$ cat config.mk
export PLATFORM = sky130hd
export DESIGN_NAME = pipe6_core
export DESIGN_NICKNAME = d
export VERILOG_FILES = /design/src/rtl/pipe6_pkg.sv /design/src/rtl/pipe6_ctrl.sv /design/src/rtl/pipe6_stages.sv /design/src/rtl/pipe6_core.sv
export SDC_FILE = /design/constraint.sdc
export NUM_CORES = 1
export LEC_CHECK = 0
export BUFFER_PORTS_ARGS = -buffer_cell sky130_fd_sc_hd__clkbuf_2
export CORE_MARGIN = 2
export CORE_UTILIZATION = 58
export CTS_BUF_LIST = sky130_fd_sc_hd__clkbuf_8 sky130_fd_sc_hd__clkbuf_16
export DETAILED_ROUTE_END_ITERATION = 6
export PLACE_DENSITY = 0.78
export RECOVER_POWER = 100
export SLEW_MARGIN = 20
export SYNTH_ARGS = -nofsm -noshare
export SYNTH_HDL_FRONTEND = slang
export SYNTH_SLANG_ARGS = --single-unit
export TNS_END_PERCENT = 100
$ cat constraint.sdc
create_clock -name clk -period 2.5 [get_ports clk]
set_input_delay 0.5 -clock clk [delete_from_list [all_inputs] [get_ports clk]]
set_output_delay 0.5 -clock clk [all_outputs]
set_load 0.05 [all_outputs]
$ cat src/rtl/pipe6_pkg.sv
package pipe6_pkg;
  parameter int TAG_W = 8;
  parameter int REG_W = 5;

  localparam int N_STAGES = 6;
  localparam int ST_FI = 0;
  localparam int ST_DI = 1;
  localparam int ST_CO = 2;
  localparam int ST_FO = 3;
  localparam int ST_EI = 4;
  localparam int ST_WO = 5;

  typedef struct packed {
    logic             valid;
    logic [TAG_W-1:0] tag;
    logic [REG_W-1:0] dst;
    logic [REG_W-1:0] srcA;
    logic [REG_W-1:0] srcB;
    logic             writes;
    logic             isBranch;
    logic             taken;
  } slotT;

  // Strobes from control to the stage registers.
  typedef struct packed {
    logic hold;   // dependency stall, flush not active
    logic flush;  // taken branch in execute
  } ctlT;
endpackage

$ cat src/rtl/pipe6_ctrl.sv
module pipe6_ctrl
  import pipe6_pkg::*;
(
  input  slotT foSlot,
  input  slotT exSlot,
  input  slotT woSlot,
  output ctlT  ctl
);
  function automatic logic owes(slotT prod, slotT cons);
    return prod.valid && prod.writes &&
           (prod.dst == cons.srcA || prod.dst == cons.srcB);
  endfunction

  logic stallReq;
  logic unusedBits;

  always_comb begin
    stallReq  = foSlot.valid && (owes(exSlot, foSlot) || owes(woSlot, foSlot));
    ctl.flush = exSlot.valid && exSlot.isBranch && exSlot.taken;
    ctl.hold  = stallReq && !ctl.flush;
  end

  assign unusedBits = ^{foSlot, exSlot, woSlot};
endmodule

$ cat src/rtl/pipe6_stages.sv
module pipe6_stages
  import pipe6_pkg::*;
(
  input  logic                      clk,
  input  logic                      rstN,
  input  ctlT                       ctl,
  input  logic                      inFire,
  input  slotT                      inSlot,
  output slotT [N_STAGES-1:0]       st
);
  // Fetch stage takes the accepted instruction or an empty slot.
  always_ff @(posedge clk) begin
    if (!rstN || ctl.flush) st[ST_FI] <= '0;
    else if (!ctl.hold)     st[ST_FI] <= inFire ? inSlot : '0;
  end

  // Decode, operand-address and operand-fetch stages shift together.
  for (genvar g = ST_DI; g <= ST_FO; g++) begin : gFront
    always_ff @(posedge clk) begin
      if (!rstN || ctl.flush) st[g] <= '0;
      else if (!ctl.hold)     st[g] <= st[g-1];
    end
  end

  // Execute receives a bubble on stall or flush.
  always_ff @(posedge clk) begin
    if (!rstN || ctl.flush || ctl.hold) st[ST_EI] <= '0;
    else                                st[ST_EI] <= st[ST_FO];
  end

  always_ff @(posedge clk) begin
    if (!rstN) st[ST_WO] <= '0;
    else       st[ST_WO] <= st[ST_EI];
  end
endmodule

$ cat src/rtl/pipe6_core.sv
module pipe6_core
  import pipe6_pkg::*;
#(
  parameter int CNT_W = 16
) (
  input  logic             clk,
  input  logic             rstN,
  input  logic             inValid,
  output logic             inReady,
  input  logic [TAG_W-1:0] inTag,
  input  logic [REG_W-1:0] inDst,
  input  logic [REG_W-1:0] inSrcA,
  input  logic [REG_W-1:0] inSrcB,
  input  logic             inWrites,
  input  logic             inBranch,
  input  logic             inTaken,
  output logic             retireValid,
  output logic [TAG_W-1:0] retireTag,
  output logic             flushOut,
  output logic [CNT_W-1:0] cycleCount
);
  ctlT                  ctl;
  slotT                 inSlot;
  slotT [N_STAGES-1:0]  st;
  logic                 inFire;
  logic                 unusedWo;

  assign inSlot = '{valid: 1'b1, tag: inTag, dst: inDst, srcA: inSrcA,
                    srcB: inSrcB, writes: inWrites, isBranch: inBranch,
                    taken: inTaken};

  assign inReady = !ctl.hold && !ctl.flush;
  assign inFire  = inValid && inReady;

  pipe6_ctrl uCtrl (
    .foSlot (st[ST_FO]),
    .exSlot (st[ST_EI]),
    .woSlot (st[ST_WO]),
    .ctl    (ctl)
  );

  pipe6_stages uStages (
    .clk    (clk),
    .rstN   (rstN),
    .ctl    (ctl),
    .inFire (inFire),
    .inSlot (inSlot),
    .st     (st)
  );

  always_ff @(posedge clk) begin
    if (!rstN) cycleCount <= '0;
    else       cycleCount <= cycleCount + 1'b1;
  end

  assign retireValid = st[ST_WO].valid;
  assign retireTag   = st[ST_WO].tag;
  assign flushOut    = ctl.flush;
  assign unusedWo    = ^st[ST_WO];
endmodule

* Yosys cells after proc, flatten, opt, wreduce, memory -nomap -nowiden *
Cells that the tools add are included.

word-level totals
  register bits = 156
  output and inout bits = 27

cells by class
  $add $sub $neg = 1
  reduce and logical (&&, ||, !) cells = 18
  multiplexer cells = 1
  eq/ne operators = 4

operators by type and width
  kind                     count
  $mux W27                 1
  $eq A5 B5 Y1             4
  $add A16 B1 Y16 const B  1
  $logic_and A1 B1 Y1      10
  $logic_or A1 B1 Y1       5
  $logic_not A1 Y1         3

* Depth between registers and ports, before layout *
  depth in word-level cells = 10
  mapped depth = 8

* Hierarchy *
A second synthesis with hierarchy kept.

second synthesis, totals
  cells, all modules = 607
  area total of the unflattened synthesis = 6398.6 µm²

by module, submodules not included
  module        sequential area each (µm²)  area each (µm²)  cells each  times used
  pipe6_stages  3243.1                      5393.9           496         1
  pipe6_core    320.3                       753.2            78          1
  pipe6_ctrl    0.0                         251.5            33          1

* Least setup slack after synthesis *
OpenSTA, ideal clock, no wires.

  path type = register to output
  start = register, netlist name uStages.st[161]
  end = output port inReady
  path slack = -0.017 ns
  data arrival time = 2.017 ns
  path buffers = 3
  cell stages (with the launch flop) = 9
  required time = 2.000 ns
  path through = dfxtp_1 nand2_1 nor2_1 a22oi_1 a21boi_1 buf_4 buf_8 buf_6 nor2_1

on the way
  word-level cells in the longest chain between the ends = 7

RTL lines
  item                              RTL line          source
  $logic_and A1 B1 Y1 (2 in a row)  pipe6_ctrl.sv:10  return prod.valid && prod.writes &&
  $logic_or A1 B1 Y1                pipe6_ctrl.sv:18  stallReq = foSlot.valid && (owes(exSlot, foSlot) || owes(woSlot, foSlot));
  $logic_and A1 B1 Y1               pipe6_ctrl.sv:18
  $logic_and A1 B1 Y1               pipe6_ctrl.sv:20  ctl.hold = stallReq && !ctl.flush;
  $logic_not A1 Y1                  -
  $logic_and A1 B1 Y1               pipe6_core.sv:32  assign inReady = !ctl.hold && !ctl.flush;
  to (decl)                         pipe6_core.sv:9   output logic inReady,

No other way between the ends.

* Final worst setup path *
  start = register, netlist name uStages.st[91]
  end = output port inReady

on the way
  word-level cells in the longest chain between the ends = 8
  elaborated cells between the ends (all ways) = 11
  those cells by class = eq/ne (2); reduce/logical (9)

RTL lines
  item                   RTL line          source
  $eq A5 B5 Y1           pipe6_ctrl.sv:11  (prod.dst == cons.srcA || prod.dst == cons.srcB);
  $logic_or A1 B1 Y1     pipe6_ctrl.sv:11
  $logic_and A1 B1 Y1    pipe6_ctrl.sv:10
  $logic_or A1 B1 Y1 *   pipe6_ctrl.sv:18
  $logic_and A1 B1 Y1 *  pipe6_ctrl.sv:18
  $logic_and A1 B1 Y1 *  pipe6_ctrl.sv:20
  $logic_not A1 Y1 *     -
  $logic_and A1 B1 Y1 *  pipe6_core.sv:32

Mark *: on every way between the ends. The rest lies on a longest branch, timed or not.

==> impl_metrics.env <==
export IMPL_tns_ns=0
export IMPL_first_pass_iters=4
export IMPL_h_tree_depth=4
export IMPL_grt_util_all_layers=0.1882
export IMPL_die_y_um=104.2
export IMPL_power_per_cell_area_nw_per_um2=760.1
export IMPL_final_util=0.6783
export IMPL_postSynthCellCount=563
export IMPL_clkTransAtPathRegs_ns=0.06
export IMPL_min_delay_start="inSrcA[2]"
export IMPL_viasPerCell=5.048
export IMPL_wl_met2_um=4652
export IMPL_yosysSeqAreaShare=0.5367
export IMPL_rows=36
export IMPL_slew_headroom=0.5765
export IMPL_drv_slew=0
export IMPL_fin_crit_ns=2.383
export IMPL_ys_top_cells_by_area="dfxtp_1 (54%), mux2i_1 (18%), nand2_1 (9.0%), xor2_1 (3.2%), and3b_1 (2.4%)"
export IMPL_synth_seq_cells=156
export IMPL_reg2reg_setup_slack_ns=0.35
export IMPL_grt_pass1_vias=3692
export IMPL_worst_slack_ns=0.1168
export IMPL_power_mw=5.040
export IMPL_final_antenna_net_count=0
export IMPL_met3WireLength_um=375
export IMPL_cts_sinks=156
export IMPL_vias=3781
export IMPL_r2r_start="uStages.st[91]"
export IMPL_synth_avg_cell_area_um2=10.34
export IMPL_drc=0
export IMPL_path_max_fanout=3
export IMPL_maxCapViolCount=0
export IMPL_tightest_slew_ns=0.6352
export IMPL_antenna_found_initial=0
export IMPL_async_flop_share=0
export IMPL_syn_nets=593
export IMPL_reg2reg_to="uStages.st[34]"
export IMPL_die_w_um=104.2
export IMPL_met1_length_um=4335
export IMPL_clockBufferDepth=2
export IMPL_critPathArrivalTime_ns=1.88
export IMPL_status="finished, final reports clean"
export IMPL_dpl_cell_area_um2=6075
export IMPL_top_layer_used="met4"
export IMPL_wl_per_cell_um=12.68
export IMPL_grt_start_max_net_pins=87
export IMPL_worst_setup_path_end_kind="output port"
export IMPL_setup_viol=0
export IMPL_yosysWarningCount=0
export IMPL_core_um2=9774
export IMPL_netlist_area_um2=5819
export IMPL_cts_tree="built"
export IMPL_design_area_um2=6630
export IMPL_holdPathEnd="uStages.st[10]"
export IMPL_leakage_nw=2.487
export IMPL_clk_latency_ns=0.52
export IMPL_setup_worst_path_class="reg -> out"
export IMPL_final_layout_size_suffix_gt1_frac=0.1185
export IMPL_finalCritPeriodShare=0.9533
export IMPL_grt_overflow=0
export IMPL_start_util=0.5954
export IMPL_startpoint_type="flop"
export IMPL_cts_buffers_inserted=17
export IMPL_yosysTopAreaCellShare=0.5367
export IMPL_crit_required_ns=2.00
export IMPL_ys_types=30
export IMPL_fin_skew_ns=0.005830
export IMPL_holdPathStages=3
export IMPL_fmax_ghz=0.4196
export IMPL_io_buffers=55
export IMPL_clock_root_buffer="clkbuf_8"
export IMPL_yosysMostFrequentCell="dfxtp_1"
export IMPL_hold_viol=0
export IMPL_dieArea_um2=10850
export IMPL_nets=633
export IMPL_ff2ff_path_depth=7
export IMPL_drt_total_wl_um=9496
export IMPL_diodes=0
export IMPL_grt_pass1_wl_um=16610
export IMPL_place_hpwl_um=6090
export IMPL_ioPinCount=56
export IMPL_area_growth_pct=13.93
export IMPL_pre_cts_slack_ns=0.4216
export IMPL_synth_common_cells="dfxtp_1 (156), nand2_1 (139), mux2i_1 (107)"
export IMPL_min_path_type="in -> reg"
export IMPL_synth_edf_count=0
export IMPL_drt_iter0_drc=180
export IMPL_synth_top_area_cell="dfxtp_1"
export IMPL_peakVddDrop_mv=0.4376
export IMPL_synth_flop_cell="dfxtp_1"
export IMPL_gp_congestion=0.8268
==> metrics by stage <==
step	cells	hold WS, ns
final	749	0.1981
after CTS	749	0.1760
after floorplan	563	0.4119
after global placement	716	0.4156
after detailed placement	716	0.4169
after global routing	749	0.1826
==> timing repair <==
| item | CTS | global route |
|---|---|---|
| buffers inserted | 1 | 0 |
| hold buffers | 0 | 0 |
| resized for setup | 1 | 7 |
| endpoints found under the setup margin | 1 | 1 |
| pin swaps | 1 | 5 |
==> report_power, final <==
group	switching, mW	internal [mW]	total (mW)
Clock	0.944	1.39	2.33
Combinational	0.0995	0.0557	0.155
Sequential	0.0183	2.53	2.55
==> registers in the layout (all words and copies together) (netlist names) <==
signal	count
uStages.st	140
cycleCount	16
==> layout make-up <==
class / instances / area (µm²)
flip-flops and latches: 156 / 3123
clock inverters: 12 / 97.59
repair buffers: 63 / 332.8
multi-input cells: 364 / 2451
well taps: 133 / 166.4
inverters: 1 / 3.754
fillers: 790 / 3144
clock buffers: 20 / 455.4
==> how the worst max path moves through the flow <==
stage | from | endpoint | slack (ns) | cells after the start
finish | uStages.st[91] | inReady | 0.12 | 6
global placement | uStages.st[88] | uStages.st[124] | 0.47 | 6
global route | uStages.st[86] | inReady | -0.006 | 6
floorplan | uStages.st[161] | inReady | 0.22 | 8
detailed placement | uStages.st[93] | uStages.st[34] | 0.42 | 6
CTS | uStages.st[89] | inReady | 0.02 | 6
==> metal layers <==
| metal | track usage | vias to the layer above |
|---|---|---|
| met3 | 0.05576 | 13 |
| met2 | 0.3111 | 75 |
| met4 | 0.07432 | 0 |
| met1 | 0.2313 | 1750 |
| li1 | - | 1943 |
| met5 | 0 | - |
==> critical path, stage by stage (launching register included) <==
cell,delay (ns)
dfxtp_1,0.34
xor2_1,0.19
nor4_2,0.30
a2bb2oi_2,0.12
a21boi_4,0.19
nor2_2,0.07
buf_6,0.15
==> cells in the final DEF, fill, tap and decap left out, types with 4 or more instances in the layout <==
| cell type | n |
|---|---|
| nand3_1 | 6 |
| clkbuf_16 | 16 |
| dfxtp_1 | 156 |
| xor2_1 | 21 |
| and2_1 | 10 |
| and3_1 | 4 |
| xnor2_1 | 10 |
| and2_0 | 9 |
| nand4_1 | 5 |
| clkinv_2 | 4 |
| clkbuf_8 | 4 |
| mux2i_1 | 107 |
| clkbuf_1 | 27 |
| clkbuf_2 | 27 |
| nor2_1 | 16 |
| and3b_1 | 16 |
| nand2_1 | 139 |
| buf_4 | 6 |
==> kinds of logic (layout without fill, tap and decap cells) <==
kind of cell	Yosys count	after routing	share of synthesized area
simple gates	215	215	0.1707
flops	156	156	0.5367
mux	107	107	0.1840
buf+inv	43	96	0.04923
xor+xnor	31	31	0.04666
compound gates	10	10	0.01054
fa+ha+maj	1	1	0.002150
(Power assumes the default switching activity.)
